## src/rtl/adcseq_pkg.sv

```systemverilog
// Shared constants of the conversion sequencer: control field positions
// and the channel width. Assumes a 24-bit register data path.
package adcseq_pkg;
    localparam int CTL_EN     = 0;
    localparam int CTL_SINGLE = 1;
    localparam int CTL_BANK   = 3;
    localparam int CTL_CHN    = 5;
    localparam int CHN_W      = 3;
    localparam int CTL_START  = 20;
    localparam int CTL_BYPASS = 21;
    localparam int CH_W       = CHN_W + 1;

    typedef struct packed {
        logic             single;
        logic             bank;
        logic [CHN_W-1:0] chn;
    } seq_cfg_t;
endpackage

```

## src/rtl/adcseq_ctrl.sv

```systemverilog
// Control register and start arbitration. Stores the written word, keeps the
// start flag as a pending bit, and issues a one-cycle begin when enable is set,
// the trigger condition holds and the engine is idle.
// Assumes DATA_W is wider than the highest control bit.
module adcseq_ctrl
    import adcseq_pkg::*;
#(
    parameter int ADDR_W    = 6,
    parameter int DATA_W    = 24,
    parameter int CTRL_ADDR = 44
) (
    input  logic              clk,
    input  logic              rst_n,
    input  logic              wr_en,
    input  logic [ADDR_W-1:0] addr,
    input  logic [DATA_W-1:0] wdata,
    input  logic              ext_trig,
    input  logic              busy,
    output logic [DATA_W-1:0] ctl_word,
    output seq_cfg_t          cfg,
    output logic              begin_seq
);
    localparam logic [ADDR_W-1:0] A_CTL = ADDR_W'(CTRL_ADDR);

    logic [DATA_W-1:0] ctl_q;
    logic              start_pend;
    logic              wr_hit;

    assign wr_hit = wr_en && (addr == A_CTL);

    // Store the control word; the start position is kept apart as pending state.
    always_ff @(posedge clk) begin
        if (!rst_n) begin
            ctl_q <= '0;
        end else if (wr_hit) begin
            ctl_q             <= wdata;
            ctl_q[CTL_START]  <= 1'b0;
        end
    end

    // Pending start: cleared by begin, loaded by a write only while idle.
    always_ff @(posedge clk) begin
        if (!rst_n) begin
            start_pend <= 1'b0;
        end else if (begin_seq) begin
            start_pend <= 1'b0;
        end else if (wr_hit && !busy) begin
            start_pend <= wdata[CTL_START];
        end
    end

    // Begin condition: armed, enabled, triggered or bypassed, engine idle.
    always_comb begin
        begin_seq = start_pend && ctl_q[CTL_EN] && !busy &&
                    (ctl_q[CTL_BYPASS] || ext_trig);
    end

    // Readback word and the configuration seen by the engine.
    always_comb begin
        ctl_word            = ctl_q;
        ctl_word[CTL_START] = start_pend;
        cfg.single          = ctl_q[CTL_SINGLE];
        cfg.bank            = ctl_q[CTL_BANK];
        cfg.chn             = ctl_q[CTL_CHN +: CHN_W];
    end

    p_start_clears_r3: assert property (@(posedge clk) disable iff (!rst_n)
        begin_seq |=> !start_pend);
    p_busy_no_pend_r5: assert property (@(posedge clk) disable iff (!rst_n)
        busy |-> !start_pend);
endmodule

```

## src/rtl/adcseq_engine.sv

```systemverilog
// Sequence engine. On begin it latches the configuration and requests
// NUM_SMP samples one by one, holding each request until the provider answers.
// After the last capture it pulses the done event for one cycle.
// Assumes NUM_SMP is between 2 and 8 so a channel stays inside its bank.
module adcseq_engine
    import adcseq_pkg::*;
#(
    parameter int NUM_SMP = 4,
    parameter int SMP_W   = 10
) (
    input  logic                      clk,
    input  logic                      rst_n,
    input  logic                      begin_seq,
    input  seq_cfg_t                  cfg,
    input  logic                      smp_valid,
    input  logic [SMP_W-1:0]          smp_data,
    output logic                      smp_req,
    output logic [CH_W-1:0]           smp_chan,
    output logic                      cap_we,
    output logic [$clog2(NUM_SMP)-1:0] cap_idx,
    output logic [SMP_W-1:0]          cap_data,
    output logic                      busy,
    output logic                      done_evt
);
    localparam int IDX_W = $clog2(NUM_SMP);
    localparam logic [IDX_W-1:0] LAST = IDX_W'(NUM_SMP - 1);

    typedef enum logic {S_IDLE, S_RUN} state_t;

    state_t            state_q;
    logic [IDX_W-1:0]  idx_q;
    seq_cfg_t          cfg_q;
    logic              take;

    assign take = (state_q == S_RUN) && smp_valid;

    // State and sample index progression.
    always_ff @(posedge clk) begin
        if (!rst_n) begin
            state_q <= S_IDLE;
            idx_q   <= '0;
        end else if (begin_seq) begin
            state_q <= S_RUN;
            idx_q   <= '0;
        end else if (take) begin
            if (idx_q == LAST) begin
                state_q <= S_IDLE;
            end else begin
                idx_q <= idx_q + 1'b1;
            end
        end
    end

    // Configuration snapshot, so later register writes do not disturb a run.
    always_ff @(posedge clk) begin
        if (!rst_n) begin
            cfg_q <= '0;
        end else if (begin_seq) begin
            cfg_q <= cfg;
        end
    end

    // One-cycle done event after the final capture.
    always_ff @(posedge clk) begin
        if (!rst_n) begin
            done_evt <= 1'b0;
        end else begin
            done_evt <= take && (idx_q == LAST);
        end
    end

    // Channel selection: fixed channel or bank base plus index.
    always_comb begin
        if (cfg_q.single) begin
            smp_chan = {cfg_q.bank, cfg_q.chn};
        end else begin
            smp_chan = {cfg_q.bank, CHN_W'(idx_q)};
        end
    end

    assign smp_req  = (state_q == S_RUN);
    assign busy     = (state_q == S_RUN);
    assign cap_we   = take;
    assign cap_idx  = idx_q;
    assign cap_data = smp_data;

    p_hold_req_r8: assert property (@(posedge clk) disable iff (!rst_n)
        (smp_req && !smp_valid) |=> (smp_req && $stable(smp_chan)));
    p_done_pulse_r9: assert property (@(posedge clk) disable iff (!rst_n)
        done_evt |=> !done_evt);
    p_done_cause_r9: assert property (@(posedge clk) disable iff (!rst_n)
        done_evt |-> ($past(smp_req && smp_valid) && !smp_req));
endmodule

```

## src/rtl/adcseq_resbuf.sv

```systemverilog
// Result storage: NUM_SMP entries written by index, read through a pointer
// that steps on every result read, wraps, and restarts on a new sequence.
module adcseq_resbuf #(
    parameter int NUM_SMP = 4,
    parameter int SMP_W   = 10
) (
    input  logic                       clk,
    input  logic                       rst_n,
    input  logic                       cap_we,
    input  logic [$clog2(NUM_SMP)-1:0] cap_idx,
    input  logic [SMP_W-1:0]           cap_data,
    input  logic                       begin_seq,
    input  logic                       rd_adv,
    output logic [SMP_W-1:0]           cur
);
    localparam int IDX_W = $clog2(NUM_SMP);
    localparam logic [IDX_W-1:0] LAST = IDX_W'(NUM_SMP - 1);

    logic [SMP_W-1:0] mem_q [NUM_SMP];
    logic [IDX_W-1:0] ptr_q;

    // Sample storage, one entry per capture index.
    always_ff @(posedge clk) begin
        if (!rst_n) begin
            for (int i = 0; i < NUM_SMP; i++) mem_q[i] <= '0;
        end else if (cap_we) begin
            mem_q[cap_idx] <= cap_data;
        end
    end

    // Read pointer: restart wins over advance; wraps after the last entry.
    always_ff @(posedge clk) begin
        if (!rst_n) begin
            ptr_q <= '0;
        end else if (begin_seq) begin
            ptr_q <= '0;
        end else if (rd_adv) begin
            ptr_q <= (ptr_q == LAST) ? '0 : ptr_q + 1'b1;
        end
    end

    assign cur = mem_q[ptr_q];

    p_ptr_restart_r11: assert property (@(posedge clk) disable iff (!rst_n)
        begin_seq |=> (ptr_q == '0));
endmodule

```

## src/rtl/adcseq_top.sv

```systemverilog
// Conversion-request sequencer top: control register, sequence engine and
// result buffer, with a registered read-data port.
// Assumes single-cycle read and write strobes.
module adcseq_top
    import adcseq_pkg::*;
#(
    parameter int ADDR_W    = 6,
    parameter int DATA_W    = 24,
    parameter int SMP_W     = 10,
    parameter int NUM_SMP   = 4,
    parameter int CTRL_ADDR = 44,
    parameter int RES_ADDR  = 45
) (
    input  logic              clk,
    input  logic              rst_n,
    input  logic              reg_wr,
    input  logic              reg_rd,
    input  logic [ADDR_W-1:0] reg_addr,
    input  logic [DATA_W-1:0] reg_wdata,
    output logic [DATA_W-1:0] reg_rdata,
    input  logic              ext_trig,
    output logic              smp_req,
    output logic [CH_W-1:0]   smp_chan,
    input  logic              smp_valid,
    input  logic [SMP_W-1:0]  smp_data,
    output logic              irq_adc_done
);
    localparam int IDX_W = $clog2(NUM_SMP);
    localparam logic [ADDR_W-1:0] A_CTL = ADDR_W'(CTRL_ADDR);
    localparam logic [ADDR_W-1:0] A_RES = ADDR_W'(RES_ADDR);

    logic [DATA_W-1:0] ctl_word;
    seq_cfg_t          cfg;
    logic              begin_seq;
    logic              busy;
    logic              cap_we;
    logic [IDX_W-1:0]  cap_idx;
    logic [SMP_W-1:0]  cap_data;
    logic [SMP_W-1:0]  cur;
    logic              rd_adv;

    adcseq_ctrl #(.ADDR_W(ADDR_W), .DATA_W(DATA_W), .CTRL_ADDR(CTRL_ADDR)) u_ctrl (
        .clk(clk), .rst_n(rst_n), .wr_en(reg_wr), .addr(reg_addr),
        .wdata(reg_wdata), .ext_trig(ext_trig), .busy(busy),
        .ctl_word(ctl_word), .cfg(cfg), .begin_seq(begin_seq)
    );

    adcseq_engine #(.NUM_SMP(NUM_SMP), .SMP_W(SMP_W)) u_engine (
        .clk(clk), .rst_n(rst_n), .begin_seq(begin_seq), .cfg(cfg),
        .smp_valid(smp_valid), .smp_data(smp_data), .smp_req(smp_req),
        .smp_chan(smp_chan), .cap_we(cap_we), .cap_idx(cap_idx),
        .cap_data(cap_data), .busy(busy), .done_evt(irq_adc_done)
    );

    adcseq_resbuf #(.NUM_SMP(NUM_SMP), .SMP_W(SMP_W)) u_resbuf (
        .clk(clk), .rst_n(rst_n), .cap_we(cap_we), .cap_idx(cap_idx),
        .cap_data(cap_data), .begin_seq(begin_seq), .rd_adv(rd_adv), .cur(cur)
    );

    assign rd_adv = reg_rd && (reg_addr == A_RES);

    // Registered read mux: control word, current result, or zero.
    always_ff @(posedge clk) begin
        if (!rst_n) begin
            reg_rdata <= '0;
        end else if (reg_rd) begin
            if (reg_addr == A_CTL) begin
                reg_rdata <= ctl_word;
            end else if (reg_addr == A_RES) begin
                reg_rdata <= DATA_W'(cur);
            end else begin
                reg_rdata <= '0;
            end
        end
    end

    p_req_idle_after_done_r9: assert property (@(posedge clk) disable iff (!rst_n)
        irq_adc_done |-> !smp_req);
endmodule

```

## config.mk

```make
export PLATFORM = sky130hd
export DESIGN_NAME = adcseq_top
export DESIGN_NICKNAME = d
export VERILOG_FILES = /design/src/rtl/adcseq_pkg.sv /design/src/rtl/adcseq_ctrl.sv /design/src/rtl/adcseq_engine.sv /design/src/rtl/adcseq_resbuf.sv /design/src/rtl/adcseq_top.sv
export SDC_FILE = /design/constraint.sdc
export NUM_CORES = 1
export LEC_CHECK = 0
export BUFFER_PORTS_ARGS = -buffer_cell sky130_fd_sc_hd__buf_2
export CAP_MARGIN = 5
export CORE_ASPECT_RATIO = 1.4
export CORE_MARGIN = 5
export CORE_UTILIZATION = 52
export CTS_CLUSTER_DIAMETER = 30
export CTS_CLUSTER_SIZE = 12
export DETAILED_ROUTE_END_ITERATION = 12
export GPL_ROUTABILITY_DRIVEN = 0
export HOLD_SLACK_MARGIN = 0.05
export PLACE_DENSITY_LB_ADDON = 0.2
export SLEW_MARGIN = 20
export SYNTH_ARGS = -nofsm -noshare
export SYNTH_HDL_FRONTEND = slang
export SYNTH_HIERARCHICAL = 1
export SYNTH_SLANG_ARGS = --single-unit
```

## constraint.sdc

```tcl
create_clock -name clk -period 5.6 [get_ports clk]
set_input_delay 1.12 -clock clk [delete_from_list [all_inputs] [get_ports clk]]
set_output_delay 1.12 -clock clk [all_outputs]
set_load 0.02 [all_outputs]
```

==> summary.md, run 1 <==
| Metric | Value |
|---|---|
| Max-slew violations | 0 |
| Nets | ~500 |
| Number of synthesized flops with an enable pin | 40 |
| Global-route wire length before repair | about 16 mm |
| Synthesis-stage register bit count | 101 |
| Ant. Diodes | 0 |
| Crit path DAT | about 2700 ps |
| Final period utilization | between 40 and 50% |
| Post-synthesis cell count | approximately 400 |
| Tot GR Track Use | between 10% and 20% |
| Routed length per instance | between 15 and 20 um |
| Vias in the first global route | 3077 |
| Area delta synth->final | 11.5% |
| Initial antenna violation count | 0 |
| Max-Cap Viols | 0 |
| Share of cells above drive strength 1 | a little over a quarter |
| Net Sw Frac | between 20% and 30% |
| Number of CTS-inserted buffers | 9 |
| DP Wirelength | between 6 and 7 mm |
| Reg2Reg Depth | 3 |
| PwrDens | ~290 nW/um^2 |
| Final Setup Violations | 0 |
| Min-delay src | u_ctrl/ctl_q[23] |
| Final min period | roughly 2400 ps |
| Root Driver | clkbuf_16 |
| Io pins | 76 |
| Initial Utilization | about 54% |
| Reg-to-reg slack, setup | between 3000 and 4000 ps |
| Worst slew margin | 38.0% |
| Largest net degree at the start of global routing | 47 |
| Total chip power | between 1 and 1.5 mW |
| Synth cell types | 43 |
| Mean Syn Cell Area | 11.5 sq um |
| Site Rows | 40 |
| Die W | ~90 um |
| Synth Area in Adders | 0.543% |
| Worst reg2reg path endpoint | reg_rdata[1] |
| Clock Latency Late Sink | around 340 ps |
| Post-synthesis compound-gate area fraction | between 10 and 15% |
| Power share of the combinational group | about 4.7% |
| WS Path Type | in -> reg |
| Mux share of post-synthesis cell area | a little under a tenth |
| Worst Setup Start Kind | primary input |
| Via count | roughly 3100 |
| Congestion Overflow GR | 0 |
| Number of gates resized after CTS | 0 |
| CTS clk-pin slew, worst paths | approximately 70 ps |
| Worst hold stages | 2 |
| Synth Area in Simple Gates | 18.6% |
| Clock sinks | approximately 100 |
| Psw | 313 uW |
| XOR/XNOR Fraction of Synth Area | 0% |
| Final ANT Viol Nets | 0 |
| Syn nets | 449 |
| Synth async-reset ratio | 0% |
| P_leak | 1.98 nW |
| Hold bufs inserted after CTS | 0 |
| Sequential Power Share | between 50% and 60% |
| Worst Max-Slew Pin Slew | 929 ps |
| Synth Warn # | 6 |
| Hold worst-path end | reg_rdata[23] |
| DRT iter0 DRCs | roughly 150 |
| Fillers | ~730 |
| Vias per cell | 5.63 |
| Post-CTS Setup Bufs | 0 |
| CP max FO | 25 |
| Peak supply drop | around 0.0002 V |
| Drt pass-1 iters | 4 |
| # H-tree levels | 3 |
| Clock network fraction of design power | a little over two fifths |
| Die ar. | approximately 11000 sq um |
| Post-route setup TNS | 0 ps |
| Hold crit path type | reg -> reg |
| Final clock skew | 6.69 ps |
| Chip height | 121 um |
| Post-Syn Area | approximately 4600 sq um |
| Data required, critical path | just under 6000 ps |
| CTS tree | done |
| Total Wirelength | between 9 and 10 mm |
| DRC viols | 0 |
| Port bufs | 75 |
| P_int | approximately 1.2 mW |
| Worst Setup End Kind | flip-flop |
| Outcome | complete, no violations |
| Top FF cell, synth | dfxtp_1 |
| Hold Fails Final Rpt | 0 |
| RSZ-0062 raised after global routing | no |
| F_max | roughly 0.41 GHz |
| Clock Path Buffers | 2 |
| Largest family of logic cells by synthesized area | simple AND/OR/NAND/NOR gates |
| Sequential share of the synthesized area | 52.6% |
| Core area | roughly 8600 sq um |
[worst max-delay path, cell delays in order]
cell and delay (ps):
buf_2 290, nand4bb_1 140, buf_4 250, nor3_1 290, or3b_1 390, a21oi_1 190
[how the worst max path moves through the flow]
| stage | startpoint | endpoint | slack [ps] | depth (start not counted) |
|---|---|---|---|---|
| 6_report | reg_rd | u_resbuf/ptr_q[0] | 3180 | 6 |
| 3_3_place_gp | rst_n | u_ctrl/start_pend | 2920 | 3 |
| 4_1_cts | reg_rd | u_resbuf/ptr_q[0] | 3200 | 6 |
| 3_5_place_dp | rst_n | reg_rdata[3] | 2850 | 4 |
| 2_1_floorplan | smp_valid | u_resbuf/mem_q[0][0] | 3060 | 3 |
| 5_1_grt | reg_rd | flip-flop | 3030 | 6 |
[kinds of logic after synthesis]
| group | count (synthesis) |
|---|---|
| flip-flops | 101 |
| multiplexers | 30 |
| adder cells (fa/ha/maj) | 2 |
| AND/OR/NAND/NOR | 138 |
| buffers and inverters | 53 |
| AO/OA/AOI/OAI | 77 |
[flip-flops by register name, summed over array words and instances (netlist names), named ones only]
name               cells
u_engine/cap_idx       2
u_engine/done_evt      1
reg_rdata             24
u_ctrl/start_pend      1
u_ctrl/ctl_q          23
u_resbuf/ptr_q         2
u_engine/busy          1
u_engine/cfg_q         5
u_resbuf/mem_q        40
[power by group through the flow]
stage          clock, mW  sequential (mW)  combinational [mW]
2_1_floorplan          0            0.791              0.0488
3_3_place_gp           0            0.792              0.0697
3_5_place_dp           0            0.793              0.0717
4_1_cts            0.659            0.776              0.0716
5_1_grt            0.688            0.777              0.0777
6_report           0.649            0.776              0.0707
[per-layer routing]
layer  wire length (um)  GRT usage, %  vias to the layer above  share of wire, %
li1                   -             -                     1545                 -
met4                139          7.36                        0               1.4
met3                521          2.65                        9               5.2
met2               5100          32.1                       76                51
met5                  0             0                        -                 0
met1               4160          23.5                     1495                42
[layout make-up]
type	instances	area, sq um	area share (%)
Clock buffer	11	264	5.14
Clock inverter	5	56.3	1.10
Sequential cell	101	2420	47.1
Multi-Input combinational cell	247	1820	35.5
Tap cell	105	131	2.56
Timing Repair Buffer	82	428	8.33
Inverter	4	15.0	0.292
[through the flow]
step | setup WS (ps) | std cells | hold WS, ps | util (%) | area (sq um)
floorplan | 3060 | 401 | 432 | - | 4610
global placement | 2920 | 539 | 439 | 56.0 | 4820
detailed placement | 2850 | 539 | 444 | 56.0 | 4820
CTS | 3200 | 555 | 453 | 59.7 | 5140
global route | 3030 | 555 | 477 | 59.7 | 5140
finish | 3180 | 555 | 452 | 59.7 | 5140
[cells in the final DEF, fill, tap and decap left out, drive strengths merged, types with 2 or more instances in the layout]
master     n
buf       82
dfxtp     61
edfxtp    40
and2      32
nand3b    29
o21ai     25
nand3     24
a21oi     24
nand2     18
mux2i     18
o31ai     15
and3      11
clkbuf    11
mux4      10
o41ai     10
nor2b      5
inv        4
clkinvlp   3
nand2b     3
nor3       3
nor2       2
mux2       2
or3b       2
ha         2
and4b      2
[cells in the mapped netlist, types with 10 or more instances]
cell / instances / share of area, %
a21oi_1: 24 / 2.6
and2_1: 32 / 4.3
and3_1: 11 / 1.5
buf_4: 19 / 3.1
clkbuf_1: 11 / 0.90
dfxtp_1: 61 / 26
edfxtp_1: 40 / 26
mux2i_1: 18 / 3.9
mux4_2: 10 / 4.9
nand2_1: 18 / 1.5
nand3_1: 24 / 2.6
nand3b_1: 29 / 4.7
o21ai_1: 18 / 2.0
o31ai_1: 15 / 2.4
(Power assumes the default switching activity.)
==> run 2: changes to the inputs <==
==> constraint.sdc (replaced) <==
create_clock -name clk -period 2.4 [get_ports clk]
set_input_delay 0.48 -clock clk [delete_from_list [all_inputs] [get_ports clk]]
set_output_delay 0.48 -clock clk [all_outputs]
set_load 0.02 [all_outputs]
==> summary.md, run 2 (synthesis results as in run 1) <==
| Metric | Value |
|---|---|
| Outcome | complete, no violations |
| Worst Setup Start Kind | flip-flop |
| Clock Latency Late Sink | about 340 ps |
| Vias in the first global route | ~3100 |
| Congestion Overflow GR | 0 |
| Vias per cell | between 5 and 6 |
| F_max | 0.586 GHz |
| Layout Cells excl Fill | ~560 |
| Clock network fraction of design power | 40.8% |
| Port bufs | 75 |
| Clock sinks | between 100 and 150 |
| Max-Cap Viols | 0 |
| Hold Fails Final Rpt | 0 |
| RSZ-0062 raised after global routing | no |
| P_leak | slightly below 2 nW |
| Number of CTS-inserted buffers | 9 |
| Chip height | between 100 and 150 um |
| Fillers | roughly 730 |
| WS Path Type | reg -> reg |
| Post-route setup TNS | 0 ps |
| Tot GR Track Use | 18.7% |
| Final Setup Violations | 0 |
| DRC viols | 0 |
| Placed cells | 543 |
| Worst Max-Slew Pin Slew | about 800 ps |
| Crit path buf inv count | 1 |
| Regs by FF count | u_resbuf/mem_q (40), reg_rdata (24), u_ctrl/ctl_q (23) |
| Io pins | 76 |
| Placed inst area | roughly 4800 sq um |
| Power share of the combinational group | 5.1% |
| CTS clk-pin slew, worst paths | roughly 70 ps |
| Die W | approximately 90 um |
| Largest register FFs | 40 |
| Sequential Power Share | 54.1% |
| Drt pass-1 iters | 4 |
| Peak supply drop | about 0.0005 V |
| Hold crit path type | in -> reg |
| Nets | approximately 500 |
| Psw | a little under 800 uW |
| Register area | ~2400 sq um |
| Fin area | between 5000 and 6000 sq um |
| Clock Path Buffers | 2 |
| Most frequent cells in the layout | buf_2 (75), dfxtp_1 (61), edfxtp_1 (40) |
| Max-slew violations | 0 |
| Data required, critical path | approximately 2400 ps |
| Ant. Diodes | 0 |
| Number of gates resized after CTS | 0 |
| Reg with most FFs | u_resbuf/mem_q |
| Initial Utilization | between 50 and 60% |
| Hold bufs inserted after CTS | 0 |
| Footprint of the multi-input gates | between 1500 and 2000 sq um |
| CP max FO | 17 |
| Worst path top cell family by delay | simple AND/OR/NAND/NOR gates |
| Crit path DAT | 1750 ps |
| Net Sw Frac | around 23% |
| PwrDens | about 650 nW/um^2 |
| # H-tree levels | 3 |
| Total Wirelength | just under 10 mm |
| DP Wirelength | ~7.1 mm |
| Final ANT Viol Nets | 0 |
| Via count | 3225 |
| Final period utilization | 71.0% |
| Worst Setup End Kind | flip-flop |
| Cells along the critical path | and2_1, nand2b_1, o21ai_0, buf_4 |
| Worst slew margin | 46.7% |
| Core area | 8610 sq um |
| Slowest-stage cell, CP | and2_1 |
| Root Driver | clkbuf_16 |
| Post-CTS Setup Bufs | 0 |
| Slowest stage delay, CP | around 440 ps |
| P_int | 2.58 mW |
| Global-route wire length before repair | roughly 15 mm |
| Die ar. | between 10000 and 15000 sq um |
| Area delta synth->final | 11.4% |
| CTS tree | done |
| Largest net degree at the start of global routing | 30 |
| Site Rows | 40 |
| Final min period | ~1700 ps |
| Most common cell after layout, fill and taps aside | buf_2 |
| Final clock skew | between 7 and 8 ps |
| Final hold slack | between 300 and 400 ps |
| Share of cells above drive strength 1 | between 20% and 30% |
| Routed length per instance | 17.6 um |
| Initial antenna violation count | 0 |
| DRT iter0 DRCs | 185 |
==> run 2: cell types whose count changed in the layout (fill, tap and decap cells not counted) <==
| cell | change |
|---|---|
| clkbuf_8 | -1 |
| clkbuf_16 | -1 |
| bufinv_16 | -1 |
| inv_8 | +1 |
| clkinv_1 | -1 |
| buf_4 | +4 |
| clkinvlp_4 | +1 |
| inv_6 | +1 |
| clkinv_4 | +1 |
==> run 2: final cells by class <==
| class | instances | area share [%] |
|---|---|---|
| tap | 105 | 2.56 |
| timing repair buffer | 86 | 8.92 |
| clock buffer | 9 | 4.39 |
| sequential | 101 | 47.2 |
| clock inverter | 7 | 1.15 |
| multi-input combinational | 247 | 35.5 |
| inverter | 4 | 0.292 |
==> run 2: worst paths after layout <==
check	from	slack [ps]	endpoint	cells after the start
min	reg_wdata[4]	380	u_ctrl/ctl_q[4]	3
min reg2reg	u_ctrl/ctl_q[23]	460	reg_rdata[23]	2
max	u_engine/busy	690	u_resbuf/mem_q[0][6]	4
max reg2reg	u_engine/busy	690	u_resbuf/mem_q[0][6]	4
==> run 2: worst min-delay path: cells and delay by family <==
family | cells | cell delay (ps)
AO/OA/AOI/OAI | 1 | 50
buffers and inverters | 1 | 100
AND/OR/NAND/NOR | 1 | 50
==> run 2: per-stage QoR <==
step / utilization (%) / total power [mW] / setup slack [ps]
3_5_place_dp: 56.3 / 2.02 / 539
5_1_grt: 59.6 / 3.46 / 542
3_3_place_gp: 56.3 / 2.02 / 574
2_1_floorplan: - / 1.96 / 497
4_1_cts: 59.6 / 3.37 / 681
6_report: 59.6 / 3.35 / 695
==> run 2: routing by layer <==
layer / track usage [%] / up-vias / share of wire, %
met2: 30.1 / 89 / 50
met5: 0 / - / 0
li1: - / 1551 / -
met1: 24.0 / 1571 / 42
met3: 3.13 / 14 / 5.3
met4: 9.03 / 0 / 2.7
==> run 2: power groups by stage <==
stage          sequential [mW]  clock, mW  combinational (mW)
2_1_floorplan             1.85          0               0.114
3_3_place_gp              1.85          0               0.167
3_5_place_dp              1.85          0               0.170
4_1_cts                   1.81       1.39               0.170
5_1_grt                   1.81       1.46               0.186
6_report                  1.81       1.37               0.170
==> run 3: changes to the inputs <==
--- a/config.mk
+++ b/config.mk
@@ -9,7 +9,7 @@
 export CAP_MARGIN = 5
 export CORE_ASPECT_RATIO = 1.4
 export CORE_MARGIN = 5
-export CORE_UTILIZATION = 52
+export CORE_UTILIZATION = 51
 export CTS_CLUSTER_DIAMETER = 30
 export CTS_CLUSTER_SIZE = 12
 export DETAILED_ROUTE_END_ITERATION = 12
==> constraint.sdc (replaced) <==
create_clock -name clk -period 1.55 [get_ports clk]
set_input_delay 0.31 -clock clk [delete_from_list [all_inputs] [get_ports clk]]
set_output_delay 0.31 -clock clk [all_outputs]
set_load 0.02 [all_outputs]
==> summary.md, run 3 (synthesis results as in run 1) <==
| Metric | Value |
|---|---|
| Outcome | complete, no violations |
| # H-tree levels | 3 |
| F_max | 0.666 GHz |
| CP max FO | 4 |
| Worst hold stages | 3 |
| Largest register FFs | 40 |
| Max-Cap Viols | 0 |
| Final period utilization | between 90% and 100% |
| DP Wirelength | roughly 7.5 mm |
| Worst Max-Slew Pin Slew | 389 ps |
| Largest net degree at the start of global routing | 29 |
| Post-route setup TNS | 0 ps |
| Max-slew violations | 0 |
| Site Rows | between 40 and 50 |
| Reg-to-reg slack, setup | 100 ps |
| Register area | 2430 sq um |
| Slowest-stage cell, CP | dfxtp_4 |
| Hold worst-path end | u_ctrl/ctl_q[14] |
| Final min period | 1500 ps |
| Initial Utilization | about half |
| P_int | ~4.5 mW |
| Chip height | 122 um |
| Power share of the combinational group | approximately 5.4% |
| Clock sinks | around 100 |
| Fin area | approximately 5400 sq um |
| Congestion Overflow GR | 0 |
| Nets | a little over 500 |
| Port bufs | 75 |
| Clock Path Buffers | 2 |
| Placed inst area | 5050 sq um |
| Clock Latency Late Sink | ~340 ps |
| Sequential Power Share | 49.4% |
| Layout Cells excl Fill | just under 600 |
| Fillers | roughly 750 |
| DRT iter0 DRCs | ~150 |
| Drt pass-1 iters | 4 |
| Psw | 1.16 mW |
| Routed length per instance | between 15 and 20 um |
| Vias per cell | between 5 and 6 |
| Final ANT Viol Nets | 0 |
| Initial antenna violation count | 0 |
| Global-route wire length before repair | ~17 mm |
| DRC viols | 0 |
| Placed cells | roughly 560 |
| Io pins | 76 |
| Post-CTS Setup Bufs | 0 |
| Tot GR Track Use | about a fifth |
| Worst Setup SP | u_engine/cfg_q[4] |
| Slowest stage delay, CP | around 360 ps |
| Reg2Reg Depth | 5 |
| Via count | 3261 |
| Peak supply drop | slightly above 0.0008 V |
| CTS tree | done |
| Cells along the critical path | mux2_2, buf_2 |
| Area delta synth->final | 17.2% |
| Reg with most FFs | u_resbuf/mem_q |
| CTS clk-pin slew, worst paths | approximately 70 ps |
| Min-delay src | reg_wdata[14] |
| Vias in the first global route | 3235 |
| Share of cells above drive strength 1 | between 30% and 40% |
| Crit path DAT | between 1000 and 1500 ps |
| Ant. Diodes | 0 |
| Regs by FF count | u_resbuf/mem_q (40), reg_rdata (24), u_ctrl/ctl_q (23) |
| Hold Fails Final Rpt | 0 |
| Die ar. | around 11000 sq um |
| Worst Setup End Kind | output pin |
| Footprint of the multi-input gates | about 1800 sq um |
| Total Wirelength | around 10 mm |
| PwrDens | 1050 nW/um^2 |
| Net Sw Frac | between 20% and 30% |
| Total chip power | 5.67 mW |
| Number of CTS-inserted buffers | 9 |
| Root Driver | clkbuf_16 |
| Most frequent cells in the layout | buf_2 (75), dfxtp_1 (59), edfxtp_1 (40) |
| Hold crit path type | in -> reg |
| Die W | roughly 90 um |
| P_leak | roughly 2.1 nW |
| WS Path Type | reg -> out |
| RSZ-0062 raised after global routing | no |
| Final Setup Violations | 0 |
| Clock network fraction of design power | 45.2% |
| Core area | 8930 sq um |
| Most common cell after layout, fill and taps aside | buf_2 |
| Worst reg2reg path endpoint | reg_rdata[1] |
| Data required, critical path | roughly 1200 ps |
| Worst Setup Start Kind | flip-flop |
| Finished Core Util | 60.5% |
| Final clock skew | around 7.4 ps |
| Worst slew margin | between 70% and 80% |
## run 3: cell types whose count changed in the layout (fill, tap and decap cells not counted), moves of 2 or more
cell	previous run	this run
buf_4	11	21
dfxtp_1	61	59
buf_12	0	6
clkinvlp_4	4	0
bufinv_16	0	3
## run 3: through the flow
stage | setup slack [ps] | hold slack [ps]
2_1_floorplan | -268 | 432
3_3_place_gp | 66.2 | 446
4_1_cts | 18.4 | 205
3_5_place_dp | 76.9 | 451
6_report | 49.0 | 213
5_1_grt | 7.26 | 214
## run 3: how the worst max path moves through the flow
stage / end / slack [ps] / cells past startpoint
after global placement: flip-flop / 70 / 5
final: smp_chan[1] / 50 / 2
after CTS: smp_chan[0] / 20 / 2
after global routing: smp_chan[1] / 7 / 2
after floorplan: u_resbuf/mem_q[1][0] / -270 / 3
after detailed placement: flip-flop / 80 / 5
## run 3: final cells by class
type,count,share of cell area (%)
clock buffers,9,4.17
clock inverters,7,2.25
inverters,4,0.278
multi-input cells,247,33.8
flip-flops and latches,101,44.9
well taps,107,2.48
repair buffers,102,12.1
## run 3: layer usage
metal,routed length (um),track usage [%],vias up
li1,-,-,1588
met1,4170,22.4,1542
met2,5190,33.2,108
met3,602,4.54,23
met4,362,9.31,0
met5,0,0,-
## run 3: critical path, delay by kind of cell, from the launching register on
kind	cells	cell delay (ps)
mux	1	330
buf+inv	1	160
flops	1	360
## run 3: what timing repair did
item                       CTS  global route
setup endpoints to repair    2             2
gates resized for setup      1             2
hold buffers                 0             0
## run 3: power groups by stage
| stage | combinational, mW | sequential [mW] | clock, mW |
|---|---|---|---|
| final | 0.306 | 2.80 | 2.56 |
| after detailed placement | 0.306 | 2.87 | 0 |
| after floorplan | 0.177 | 2.86 | 0 |
| after global placement | 0.303 | 2.86 | 0 |
| after global routing | 0.330 | 2.81 | 2.71 |
| after CTS | 0.308 | 2.81 | 2.60 |
